--- config.mk ---
export PLATFORM = sky130hd
export DESIGN_NAME = dma_regbank
export DESIGN_NICKNAME = d
export VERILOG_FILES = /design/src/rtl/dma_regbank_pkg.sv /design/src/rtl/dma_rb_ctrl.sv /design/src/rtl/dma_rb_glob.sv /design/src/rtl/dma_rb_chan.sv /design/src/rtl/dma_regbank.sv
export SDC_FILE = /design/constraint.sdc
export NUM_CORES = 2
export LEC_CHECK = 0
export BUFFER_PORTS_ARGS = -buffer_cell sky130_fd_sc_hd__buf_2
export CORE_MARGIN = 5
export CORE_UTILIZATION = 28
export CTS_CLUSTER_SIZE = 28
export DETAILED_ROUTE_END_ITERATION = 10
export PLACE_DENSITY = 0.44
export SKIP_CTS_REPAIR_TIMING = 1
export SLEW_MARGIN = 20
export SYNTH_ARGS = -nofsm -noshare
export SYNTH_HDL_FRONTEND = slang
export SYNTH_SLANG_ARGS = --single-unit
--- constraint.sdc ---
create_clock -name clk -period 7.6 [get_ports clk]
set_clock_uncertainty 0.15 [all_clocks]
set_input_delay 1.9 -clock clk [delete_from_list [all_inputs] [get_ports clk]]
set_output_delay 1.9 -clock clk [all_outputs]
set_load 0.02 [all_outputs]
--- src/rtl/dma_regbank_pkg.sv ---
package dma_regbank_pkg;

    localparam int AW     = 12;
    localparam int DW     = 32;
    localparam int SYNC_W = 7;
    localparam int OFF_W  = 7;

    typedef enum logic [1:0] {
        ST_IDLE = 2'd0,
        ST_EXEC = 2'd1,
        ST_SRST = 2'd2
    } rb_state_e;

    localparam logic [1:0] SZ_HALF = 2'd1;
    localparam logic [1:0] SZ_WORD = 2'd2;

    // global offsets (low 7 bits, region below WIN_BASE)
    localparam logic [OFF_W-1:0] G_IDENT   = 7'h00;
    localparam logic [OFF_W-1:0] G_SYSSTAT = 7'h28;
    localparam logic [OFF_W-1:0] G_SYSCFG  = 7'h2C;
    localparam logic [OFF_W-1:0] G_CAPA    = 7'h64;
    localparam logic [OFF_W-1:0] G_CAPB    = 7'h6C;
    localparam logic [OFF_W-1:0] G_CAPC    = 7'h70;
    localparam logic [OFF_W-1:0] G_CAPD    = 7'h74;
    localparam logic [OFF_W-1:0] G_GLBCFG  = 7'h78;

    localparam logic [AW-1:0] WIN_BASE   = 12'h080;
    localparam logic [AW-1:0] WIN_STRIDE = 12'd96;

    // channel window offsets
    localparam logic [OFF_W-1:0] C_CTRL   = 7'h00;
    localparam logic [OFF_W-1:0] C_LINK   = 7'h04;
    localparam logic [OFF_W-1:0] C_IRQCTL = 7'h08;
    localparam logic [OFF_W-1:0] C_XFMT   = 7'h10;
    localparam logic [OFF_W-1:0] C_ELEM   = 7'h14;
    localparam logic [OFF_W-1:0] C_FRAME  = 7'h18;
    localparam logic [OFF_W-1:0] C_SRC    = 7'h1C;
    localparam logic [OFF_W-1:0] C_DST    = 7'h20;
    localparam logic [OFF_W-1:0] C_SEIDX  = 7'h24;
    localparam logic [OFF_W-1:0] C_SFIDX  = 7'h28;
    localparam logic [OFF_W-1:0] C_DEIDX  = 7'h2C;
    localparam logic [OFF_W-1:0] C_DFIDX  = 7'h30;
    localparam logic [OFF_W-1:0] C_POS0   = 7'h34;
    localparam logic [OFF_W-1:0] C_POS1   = 7'h38;
    localparam logic [OFF_W-1:0] C_POS2   = 7'h3C;
    localparam logic [OFF_W-1:0] C_POS3   = 7'h40;
    localparam logic [OFF_W-1:0] C_FILL   = 7'h44;

    localparam logic [DW-1:0] IDENT_VAL    = 32'h0000_0040;
    localparam logic [DW-1:0] SYSSTAT_VAL  = 32'h0000_0001;
    localparam logic [DW-1:0] SYSCFG_MASK  = 32'h0000_3321;
    localparam logic [DW-1:0] GLBCFG_MASK  = 32'h00FF_00FF;
    localparam logic [DW-1:0] GLBCFG_RST   = 32'h0001_0010;
    localparam logic [DW-1:0] CTRL_MASK    = 32'h039F_F1FF;
    localparam logic [DW-1:0] LINK_MASK    = 32'h0000_801F;
    localparam logic [DW-1:0] IRQCTL_MASK  = 32'h0000_09BE;
    localparam logic [DW-1:0] XFMT_MASK    = 32'h003F_FFFF;

    localparam int CTRL_EN_BIT   = 7;
    localparam int SYSCFG_SR_BIT = 1;

    // replace the 16-bit lanes selected by lo/hi, keep the rest
    function automatic logic [DW-1:0] lane_merge(input logic [DW-1:0] cur,
                                                 input logic [DW-1:0] wd,
                                                 input logic lo, input logic hi);
        lane_merge = {hi ? wd[31:16] : cur[31:16], lo ? wd[15:0] : cur[15:0]};
    endfunction

    function automatic logic [SYNC_W-1:0] sync_sel(input logic [DW-1:0] ctrl);
        sync_sel = {ctrl[20:19], ctrl[4:0]};
    endfunction

endpackage

--- src/rtl/dma_rb_ctrl.sv ---
module dma_rb_ctrl
    import dma_regbank_pkg::*;
(
    input  logic          clk,
    input  logic          rst_n,
    input  logic          req_valid,
    input  logic          req_write,
    input  logic [AW-1:0] req_addr,
    input  logic [1:0]    req_size,
    input  logic [DW-1:0] req_wdata,
    input  logic          go_srst,
    output rb_state_e     state,
    output logic          req_ready,
    output logic          rsp_valid,
    output logic          srst_cycle,
    output logic          cap_write,
    output logic [AW-1:0] cap_addr,
    output logic [1:0]    cap_size,
    output logic [DW-1:0] cap_wdata
);

    rb_state_e state_nx;

    // state register and request capture
    always_ff @(posedge clk or negedge rst_n) begin
        if (!rst_n) begin
            state     <= ST_IDLE;
            cap_write <= 1'b0;
            cap_addr  <= '0;
            cap_size  <= '0;
            cap_wdata <= '0;
        end else begin
            state <= state_nx;
            if (state == ST_IDLE && req_valid) begin
                cap_write <= req_write;
                cap_addr  <= req_addr;
                cap_size  <= req_size;
                cap_wdata <= req_wdata;
            end
        end
    end

    // transitions
    always_comb begin
        state_nx = state;
        unique case (state)
            ST_IDLE: if (req_valid) state_nx = ST_EXEC;
            ST_EXEC: state_nx = go_srst ? ST_SRST : ST_IDLE;
            ST_SRST: state_nx = ST_IDLE;
            default: state_nx = ST_IDLE;
        endcase
    end

    // outputs
    always_comb begin
        req_ready  = 1'b0;
        rsp_valid  = 1'b0;
        srst_cycle = 1'b0;
        unique case (state)
            ST_IDLE: req_ready  = 1'b1;
            ST_EXEC: rsp_valid  = 1'b1;
            ST_SRST: srst_cycle = 1'b1;
            default: ;
        endcase
    end

endmodule

--- src/rtl/dma_rb_glob.sv ---
module dma_rb_glob
    import dma_regbank_pkg::*;
#(
    parameter logic [31:0] CAP0_VAL = 32'h000C_0000,
    parameter logic [31:0] CAP2_VAL = 32'h0000_01FF,
    parameter logic [31:0] CAP3_VAL = 32'h0000_00F3,
    parameter logic [31:0] CAP4_VAL = 32'h0000_1FFE
)(
    input  logic             clk,
    input  logic             rst_n,
    input  logic             srst,
    input  logic             wr,
    input  logic [OFF_W-1:0] off,
    input  logic [DW-1:0]    wd,
    input  logic             lane_lo,
    input  logic             lane_hi,
    output logic [DW-1:0]    rdata,
    output logic             hit,
    output logic             err,
    output logic             srst_req
);

    logic [DW-1:0] syscfg_q;
    logic [DW-1:0] glbcfg_q;
    logic [DW-1:0] mv;

    always_comb begin
        hit   = 1'b1;
        rdata = '0;
        case (off)
            G_IDENT:   rdata = IDENT_VAL;
            G_SYSSTAT: rdata = SYSSTAT_VAL;
            G_SYSCFG:  rdata = syscfg_q;
            G_CAPA:    rdata = CAP0_VAL;
            G_CAPB:    rdata = CAP2_VAL;
            G_CAPC:    rdata = CAP3_VAL;
            G_CAPD:    rdata = CAP4_VAL;
            G_GLBCFG:  rdata = glbcfg_q;
            default:   hit   = 1'b0;
        endcase
    end

    assign mv = lane_merge(rdata, wd, lane_lo, lane_hi);

    assign srst_req = wr && (off == G_SYSCFG) && mv[SYSCFG_SR_BIT];
    assign err = wr && (((off == G_SYSCFG) && (mv[13:12] == 2'b11)) ||
                        ((off == G_GLBCFG) && (mv[7:0] == 8'h00)));

    always_ff @(posedge clk or negedge rst_n) begin
        if (!rst_n) begin
            syscfg_q <= '0;
            glbcfg_q <= GLBCFG_RST;
        end else if (srst) begin
            glbcfg_q <= GLBCFG_RST;
        end else if (wr) begin
            case (off)
                G_SYSCFG: syscfg_q <= mv & SYSCFG_MASK;
                G_GLBCFG: glbcfg_q <= mv & GLBCFG_MASK;
                default: ;
            endcase
        end
    end

endmodule

--- src/rtl/dma_rb_chan.sv ---
module dma_rb_chan
    import dma_regbank_pkg::*;
(
    input  logic              clk,
    input  logic              rst_n,
    input  logic              srst,
    input  logic              wr,
    input  logic [OFF_W-1:0]  off,
    input  logic [DW-1:0]     wd,
    input  logic              lane_lo,
    input  logic              lane_hi,
    input  logic              upd_ack,
    output logic [DW-1:0]     rdata,
    output logic              hit,
    output logic              err,
    output logic              en_stb,
    output logic              dis_stb,
    output logic              enabled,
    output logic [SYNC_W-1:0] sync,
    output logic              upd
);

    logic [DW-1:0] ctrl_q, link_q, irq_q, fmt_q, src_q, dst_q;
    logic [DW-1:0] sfi_q, dfi_q, fill_q;
    logic [23:0]   elem_q;
    logic [15:0]   frm_q, sei_q, dei_q;
    logic [DW-1:0] mv;
    logic          par_wr;

    always_comb begin
        hit   = 1'b1;
        rdata = '0;
        case (off)
            C_CTRL:   rdata = ctrl_q;
            C_LINK:   rdata = link_q;
            C_IRQCTL: rdata = irq_q;
            C_XFMT:   rdata = fmt_q;
            C_ELEM:   rdata = {8'h00, elem_q};
            C_FRAME:  rdata = {16'h0000, frm_q};
            C_SRC:    rdata = src_q;
            C_DST:    rdata = dst_q;
            C_SEIDX:  rdata = {{16{sei_q[15]}}, sei_q};
            C_SFIDX:  rdata = sfi_q;
            C_DEIDX:  rdata = {{16{dei_q[15]}}, dei_q};
            C_DFIDX:  rdata = dfi_q;
            C_POS0, C_POS1, C_POS2, C_POS3: rdata = '0;
            C_FILL:   rdata = fill_q;
            default:  hit   = 1'b0;
        endcase
    end

    assign mv = lane_merge(rdata, wd, lane_lo, lane_hi);

    assign en_stb  = wr && (off == C_CTRL) &&  mv[CTRL_EN_BIT] && !ctrl_q[CTRL_EN_BIT];
    assign dis_stb = wr && (off == C_CTRL) && !mv[CTRL_EN_BIT] &&  ctrl_q[CTRL_EN_BIT];
    assign err     = wr && (off == C_XFMT) && (mv[1:0] == 2'b11);
    assign enabled = ctrl_q[CTRL_EN_BIT];
    assign sync    = sync_sel(ctrl_q);

    always_comb begin
        par_wr = 1'b0;
        if (wr) begin
            case (off)
                C_ELEM, C_FRAME, C_SRC, C_DST,
                C_SEIDX, C_SFIDX, C_DEIDX, C_DFIDX: par_wr = 1'b1;
                default: par_wr = 1'b0;
            endcase
        end
    end

    always_ff @(posedge clk or negedge rst_n) begin
        if (!rst_n) begin
            ctrl_q <= '0; link_q <= '0; irq_q <= '0; fmt_q <= '0;
            elem_q <= '0; frm_q <= '0; src_q <= '0; dst_q <= '0;
            sei_q  <= '0; sfi_q <= '0; dei_q <= '0; dfi_q <= '0;
            fill_q <= '0;
        end else if (srst) begin
            ctrl_q <= '0; link_q <= '0; irq_q <= '0; fmt_q <= '0;
            elem_q <= '0; frm_q <= '0; src_q <= '0; dst_q <= '0;
            sei_q  <= '0; sfi_q <= '0; dei_q <= '0; dfi_q <= '0;
            fill_q <= '0;
        end else if (wr) begin
            case (off)
                C_CTRL:   ctrl_q <= mv & CTRL_MASK;
                C_LINK:   link_q <= mv & LINK_MASK;
                C_IRQCTL: irq_q  <= mv & IRQCTL_MASK;
                C_XFMT:   fmt_q  <= mv & XFMT_MASK;
                C_ELEM:   elem_q <= mv[23:0];
                C_FRAME:  frm_q  <= mv[15:0];
                C_SRC:    src_q  <= mv;
                C_DST:    dst_q  <= mv;
                C_SEIDX:  sei_q  <= mv[15:0];
                C_SFIDX:  sfi_q  <= mv;
                C_DEIDX:  dei_q  <= mv[15:0];
                C_DFIDX:  dfi_q  <= mv;
                C_FILL:   fill_q <= mv;
                default: ;
            endcase
        end
    end

    // update flag: set has priority over acknowledge
    always_ff @(posedge clk or negedge rst_n) begin
        if (!rst_n)        upd <= 1'b0;
        else if (srst)     upd <= 1'b0;
        else if (par_wr)   upd <= 1'b1;
        else if (upd_ack)  upd <= 1'b0;
    end

endmodule

--- src/rtl/dma_regbank.sv ---
module dma_regbank
    import dma_regbank_pkg::*;
#(
    parameter int          NUM_CH   = 4,
    parameter logic [31:0] CAP0_VAL = 32'h000C_0000,
    parameter logic [31:0] CAP2_VAL = 32'h0000_01FF,
    parameter logic [31:0] CAP3_VAL = 32'h0000_00F3,
    parameter logic [31:0] CAP4_VAL = 32'h0000_1FFE
)(
    input  logic                     clk,
    input  logic                     rst_n,
    input  logic                     req_valid,
    output logic                     req_ready,
    input  logic                     req_write,
    input  logic [11:0]              req_addr,
    input  logic [1:0]               req_size,
    input  logic [31:0]              req_wdata,
    output logic                     rsp_valid,
    output logic [31:0]              rsp_rdata,
    output logic                     err_pulse,
    output logic                     soft_reset_pulse,
    output logic [NUM_CH-1:0]        ch_en_stb,
    output logic [NUM_CH-1:0]        ch_dis_stb,
    output logic [NUM_CH-1:0]        ch_enabled,
    output logic [NUM_CH*7-1:0]      ch_sync,
    output logic [NUM_CH-1:0]        ch_upd,
    input  logic [NUM_CH-1:0]        upd_ack
);

    rb_state_e     state;
    logic          cap_write;
    logic [AW-1:0] cap_addr;
    logic [1:0]    cap_size;
    logic [DW-1:0] cap_wdata;
    logic          go_srst;

    dma_rb_ctrl u_ctrl (
        .clk(clk), .rst_n(rst_n),
        .req_valid(req_valid), .req_write(req_write), .req_addr(req_addr),
        .req_size(req_size), .req_wdata(req_wdata), .go_srst(go_srst),
        .state(state), .req_ready(req_ready), .rsp_valid(rsp_valid),
        .srst_cycle(soft_reset_pulse), .cap_write(cap_write),
        .cap_addr(cap_addr), .cap_size(cap_size), .cap_wdata(cap_wdata)
    );

    // decode of the captured request
    logic             exec, size_ok, is_half, lane_lo, lane_hi, wr_any;
    logic             glob_sel;
    logic [AW-1:0]    rel, widx;
    logic [OFF_W-1:0] woff, goff;
    logic [DW-1:0]    wd_lanes;

    assign exec     = (state == ST_EXEC);
    assign is_half  = (cap_size == SZ_HALF);
    assign size_ok  = is_half || (cap_size == SZ_WORD);
    assign lane_lo  = !is_half || !cap_addr[1];
    assign lane_hi  = !is_half ||  cap_addr[1];
    assign wd_lanes = is_half ? {cap_wdata[15:0], cap_wdata[15:0]} : cap_wdata;
    assign wr_any   = exec && cap_write && size_ok;
    assign glob_sel = (cap_addr < WIN_BASE);
    assign rel      = cap_addr - WIN_BASE;
    assign widx     = rel / WIN_STRIDE;
    assign woff     = OFF_W'(rel - widx * WIN_STRIDE) & 7'h7C;
    assign goff     = cap_addr[OFF_W-1:0] & 7'h7C;

    // global region
    logic [DW-1:0] g_rd;
    logic          g_hit, g_err, g_srst_req;

    dma_rb_glob #(
        .CAP0_VAL(CAP0_VAL), .CAP2_VAL(CAP2_VAL),
        .CAP3_VAL(CAP3_VAL), .CAP4_VAL(CAP4_VAL)
    ) u_glob (
        .clk(clk), .rst_n(rst_n), .srst(soft_reset_pulse),
        .wr(wr_any && glob_sel), .off(goff), .wd(wd_lanes),
        .lane_lo(lane_lo), .lane_hi(lane_hi),
        .rdata(g_rd), .hit(g_hit), .err(g_err), .srst_req(g_srst_req)
    );

    assign go_srst = g_srst_req;

    // channel windows
    logic [DW-1:0] c_rd  [NUM_CH];
    logic [NUM_CH-1:0] c_hit, c_err, c_sel;

    for (genvar i = 0; i < NUM_CH; i++) begin : g_ch
        assign c_sel[i] = !glob_sel && (widx == AW'(i));
        dma_rb_chan u_chan (
            .clk(clk), .rst_n(rst_n), .srst(soft_reset_pulse),
            .wr(wr_any && c_sel[i]), .off(woff), .wd(wd_lanes),
            .lane_lo(lane_lo), .lane_hi(lane_hi), .upd_ack(upd_ack[i]),
            .rdata(c_rd[i]), .hit(c_hit[i]), .err(c_err[i]),
            .en_stb(ch_en_stb[i]), .dis_stb(ch_dis_stb[i]),
            .enabled(ch_enabled[i]), .sync(ch_sync[i*SYNC_W +: SYNC_W]),
            .upd(ch_upd[i])
        );
    end

    // read mux, hit and error merge
    logic [DW-1:0] sel_rd;
    logic          sel_hit, sel_err;

    always_comb begin
        sel_rd  = glob_sel ? g_rd  : '0;
        sel_hit = glob_sel && g_hit;
        sel_err = glob_sel && g_err;
        for (int i = 0; i < NUM_CH; i++) begin
            if (c_sel[i]) begin
                sel_rd  = sel_rd | c_rd[i];
                sel_hit = sel_hit | c_hit[i];
                sel_err = sel_err | c_err[i];
            end
        end
    end

    always_comb begin
        rsp_rdata = '0;
        if (exec && size_ok && !cap_write && sel_hit)
            rsp_rdata = is_half ? {16'h0000, (cap_addr[1] ? sel_rd[31:16] : sel_rd[15:0])}
                                : sel_rd;
    end

    assign err_pulse = exec && (!size_ok || !sel_hit || (cap_write && sel_err));

endmodule

==> results_dict.tcl <==
set metrics [dict create \
    grt_pass1_wl_um 389000 \
    status "complete, but fails checks" \
    synth_compound_area_share_pct 17.1 \
    hp-class "flop to flop" \
    cts_root_buf "clkbuf_16" \
    maxCapViolCount 0 \
    clock_sinks 1231 \
    p_leak_uw 0.0345 \
    start_kind "flop" \
    violations "negative setup slack" \
    synth_xor_area_share_pct 0.126 \
    yosys-top-cells-area "dfrtp_1, mux2_2, o21ai_0, nand2_1, a21oi_1" \
    synth_fa_ha_area_share_pct 0.171 \
    yosysTopAreaCellShare_pct 52.5 \
    slew-limit-headroom_pct 19.9 \
    peakVddDrop_mv 0.269 \
    start_util_pct 28.0 \
    routedWlPerCell_um 31.9 \
    nets 6032 \
    dp_cells 8506 \
    vias 48931 \
    synth_warnings 0 \
    hold_viol 0 \
    h-tree-depth 4 \
    synth_area_um2 58600 \
    ios 134 \
    seq_area_frac_synth_pct 52.6 \
    synth.largest_area_cell "dfrtp_1" \
    synth.ff_latch_count 1231 \
    placed_area_um2 66600 \
    drc 0 \
    sw_frac_of_total_pct 40.2 \
    synth_cell_types 106 \
    crit_family "compound AO/OA/AOI/OAI gates" \
    grt_usage_pct 25.0 \
    max_slew.worst_pin.slew_ns 1.20 \
    layout_setup_ws_ns -0.965 \
    cp_slowest_stage_delay_ns 0.58 \
    drive_gt1_share_pct 37.5 \
    cp_max_fo 6 \
    globalplace.congestion 0.974 \
    grt_pass1_vias 48401 \
    stdcell_count 8890 \
    combPwrFrac_pct 43.5 \
    rsz0062_at_grt "yes" \
    clk_latency_ns 0.83 \
    die_area_um2 218000 \
    crit_top_cell "buf_6" \
    crit_type "flop to output pin" \
    die_w_um 467 \
    power_density_nw_per_um2 328 \
    synth-simple-area-share_pct 9.93 \
    clk_path_buf_depth 3 \
    end_kind "output pin" \
    syn_area_per_cell_um2 10.8 \
    cts_tree "yes" \
    rows 168 \
    setup_viol 41 \
    core-area_um2 209000 \
    hpwl_um 195000 \
    grt_antenna_before_repair 9 \
    die_h_um 467 \
    cp.buffers_inverters 10 \
    min_period_over_period_pct 113 \
    syn_nets 5470 \
    arrival_ns 6.51 \
    switchingPower_uw 10000 \
    seqPwrFrac_pct 27.5 \
    grt_max_degree 167 \
    synthMuxAreaShare_pct 15.5 \
    wl_um 284000 \
    portBuffers 133 \
    slowest_stage "xor3_4" \
    synth-edff-count 0 \
    finalMaxSlewViolations 0 \
    ant_nets 0 \
    synth_top_family_by_area "compound AO/OA/AOI/OAI gates" \
    max_freq_ghz 0.117 \
    cts_made_buffers 150 \
    clock_power_share_pct 29.0 \
    area_growth_pct 29.4 \
    fin_tns_setup_ns -29.72 \
    fin_crit_ns 8.56 \
    drtIter0Drc 4570 \
    first_pass_iters 7 \
    synthFlopType "dfrtp_1" \
    cp.required_ns 5.55 \
    syn_inst 5408 \
    grt.overflow.total 0 \
    async_flop_share_pct 100 \
    viasPerCell 5.50 \
    design_area_um2 75800 \
    clk_pin_slew_worst_paths_ns 0.06 \
    p_int_uw 14900 \
]
## layer usage
metal	vias to the layer above	routed length (µm)	GRT usage (%)
met5	-	13	0
met3	590	20400	4.67
li1	20720	-	-
met2	2131	126000	38.6
met4	2	19200	13.8
met1	25488	118000	33.0
## power groups by stage
stage,logic (µW),registers [µW],clock network (µW)
after floorplan,3370,6880,0
after global placement,8560,6950,0
after detailed placement,8540,6950,0
after CTS,8570,6830,7330
after global routing,11000,6850,7570
final,10800,6840,7220
## Yosys cell counts, types with 8 or more instances
master	count
nand2_1	743
a2111oi_0	14
nor4_1	12
o221ai_1	21
nand2b_1	18
clkbuf_1	182
a221o_1	29
a21oi_4	20
mux2i_1	96
a21oi_1	207
a211oi_1	40
and2_1	22
a22o_1	33
nor2b_1	21
a2111oi_2	9
and3_1	27
nor2_1	185
buf_6	21
nand4_1	8
a31oi_1	31
ha_1	8
o22ai_1	54
a21oi_2	17
nor3_1	55
a22oi_1	132
o21ai_1	11
inv_1	25
o21ai_0	618
o2bb2ai_1	11
a221oi_1	63
mux2_2	703
dfrtp_1	1229
o211ai_1	10
nand3_1	158
buf_2	166
a222oi_1	11
a32oi_1	15
a21o_1	54
nor3b_1	9
buf_1	25
buf_4	104
o22a_1	11
## final timing paths
path,start,end,slack [ns],cells past startpoint
setup / recovery,u_ctrl.cap_addr[8],rsp_rdata[8],-0.96,27
hold / removal,g_ch[1].u_chan.ctrl_q[15],g_ch[1].u_chan.ctrl_q[15],0.32,2
setup reg to reg,u_ctrl.cap_addr[8],g_ch[2].u_chan.sfi_q[18],1.16,21
hold reg to reg,g_ch[1].u_chan.ctrl_q[15],g_ch[1].u_chan.ctrl_q[15],0.32,2
max in group asynchronous,rst_n,u_ctrl.cap_addr[3],4.77,2
min in group asynchronous,rst_n,g_ch[2].u_chan.elem_q[2],0.96,1
## final cells by class
type,count,area (µm²)
clock buffers,228,4340
fillers,20791,133000
inverters,27,106
repair buffers,909,8750
multi-input cells,3651,27800
flip-flops and latches,1231,30800
well taps,2805,3510
diodes,6,15.0
clock inverters,33,463
## worst register-to-register path: stages, from the launching register on
cell      delay, ns
dfrtp_1        0.36
inv_2          0.06
ha_4           0.19
buf_6          0.13
nor3b_2        0.14
a21o_1         0.19
a21oi_4        0.17
a21oi_2        0.09
o41ai_2        0.31
buf_4          0.17
mux2_4         0.32
buf_4          0.13
or3_1          0.42
ha_1           0.25
buf_4          0.20
o211ai_4       0.33
buf_4          0.41
nor2_2         0.16
buf_4          0.32
a21oi_4        0.88
buf_4          0.55
mux2_2         0.40
## cell families (layout without fill, tap and decap cells)
logic type | count (synthesis) | count (layout)
xor+xnor | 5 | 5
other cells | 0 | 6
flops | 1231 | 1231
mux | 809 | 809
compound gates | 1513 | 1513
fa+ha+maj | 8 | 8
buf+inv | 526 | 1197
simple gates | 1316 | 1316
## stage by stage
stage / utilization (%) / setup slack [ns] / power, µW / hold WS [ns]
2_1_floorplan: - / -0.0457 / 10200 / 0.281
3_3_place_gp: 31.8 / -1.06 / 15500 / 0.298
3_5_place_dp: 31.9 / -0.956 / 15500 / 0.305
4_1_cts: 34.2 / -1.86 / 22700 / 0.318
5_1_grt: 36.3 / -1.10 / 25400 / 0.338
6_report: 36.3 / -0.965 / 24900 / 0.315
## layout by cell type (no fill, tap or decap), types with 30 or more instances in the layout
cell	netlist	layout
a21oi_4	20	41
o21ai_1	11	32
mux2i_1	96	96
nand3_1	158	149
buf_12	0	109
buf_2	166	95
nand2_1	743	734
a21oi_1	207	174
dfrtp_1	1229	1225
a22o_1	33	30
clkbuf_16	0	161
mux2_2	703	702
o22ai_1	54	35
buf_4	104	561
buf_6	21	115
clkbuf_1	182	52
a221oi_1	63	46
a22oi_1	132	127
a21o_1	54	54
o21ai_0	618	576
nor2_1	185	148
## flip-flops by register name, indices dropped and copies added (netlist names), 6 cells and up
name / count
u_ctrl.cap_addr: 12
g_ch.u_chan.dei_q: 64
u_glob.syscfg_q: 6
g_ch.u_chan.fill_q: 128
g_ch.u_chan.sei_q: 64
g_ch.u_chan.irq_q: 32
g_ch.u_chan.ctrl_q: 84
g_ch.u_chan.frm_q: 64
u_glob.glbcfg_q: 16
g_ch.u_chan.dst_q: 128
g_ch.u_chan.dfi_q: 128
g_ch.u_chan.sfi_q: 128
g_ch.u_chan.elem_q: 96
g_ch.u_chan.link_q: 24
u_ctrl.cap_wdata: 32
g_ch.u_chan.fmt_q: 88
g_ch.u_chan.src_q: 128
(Power assumes the default switching activity.)
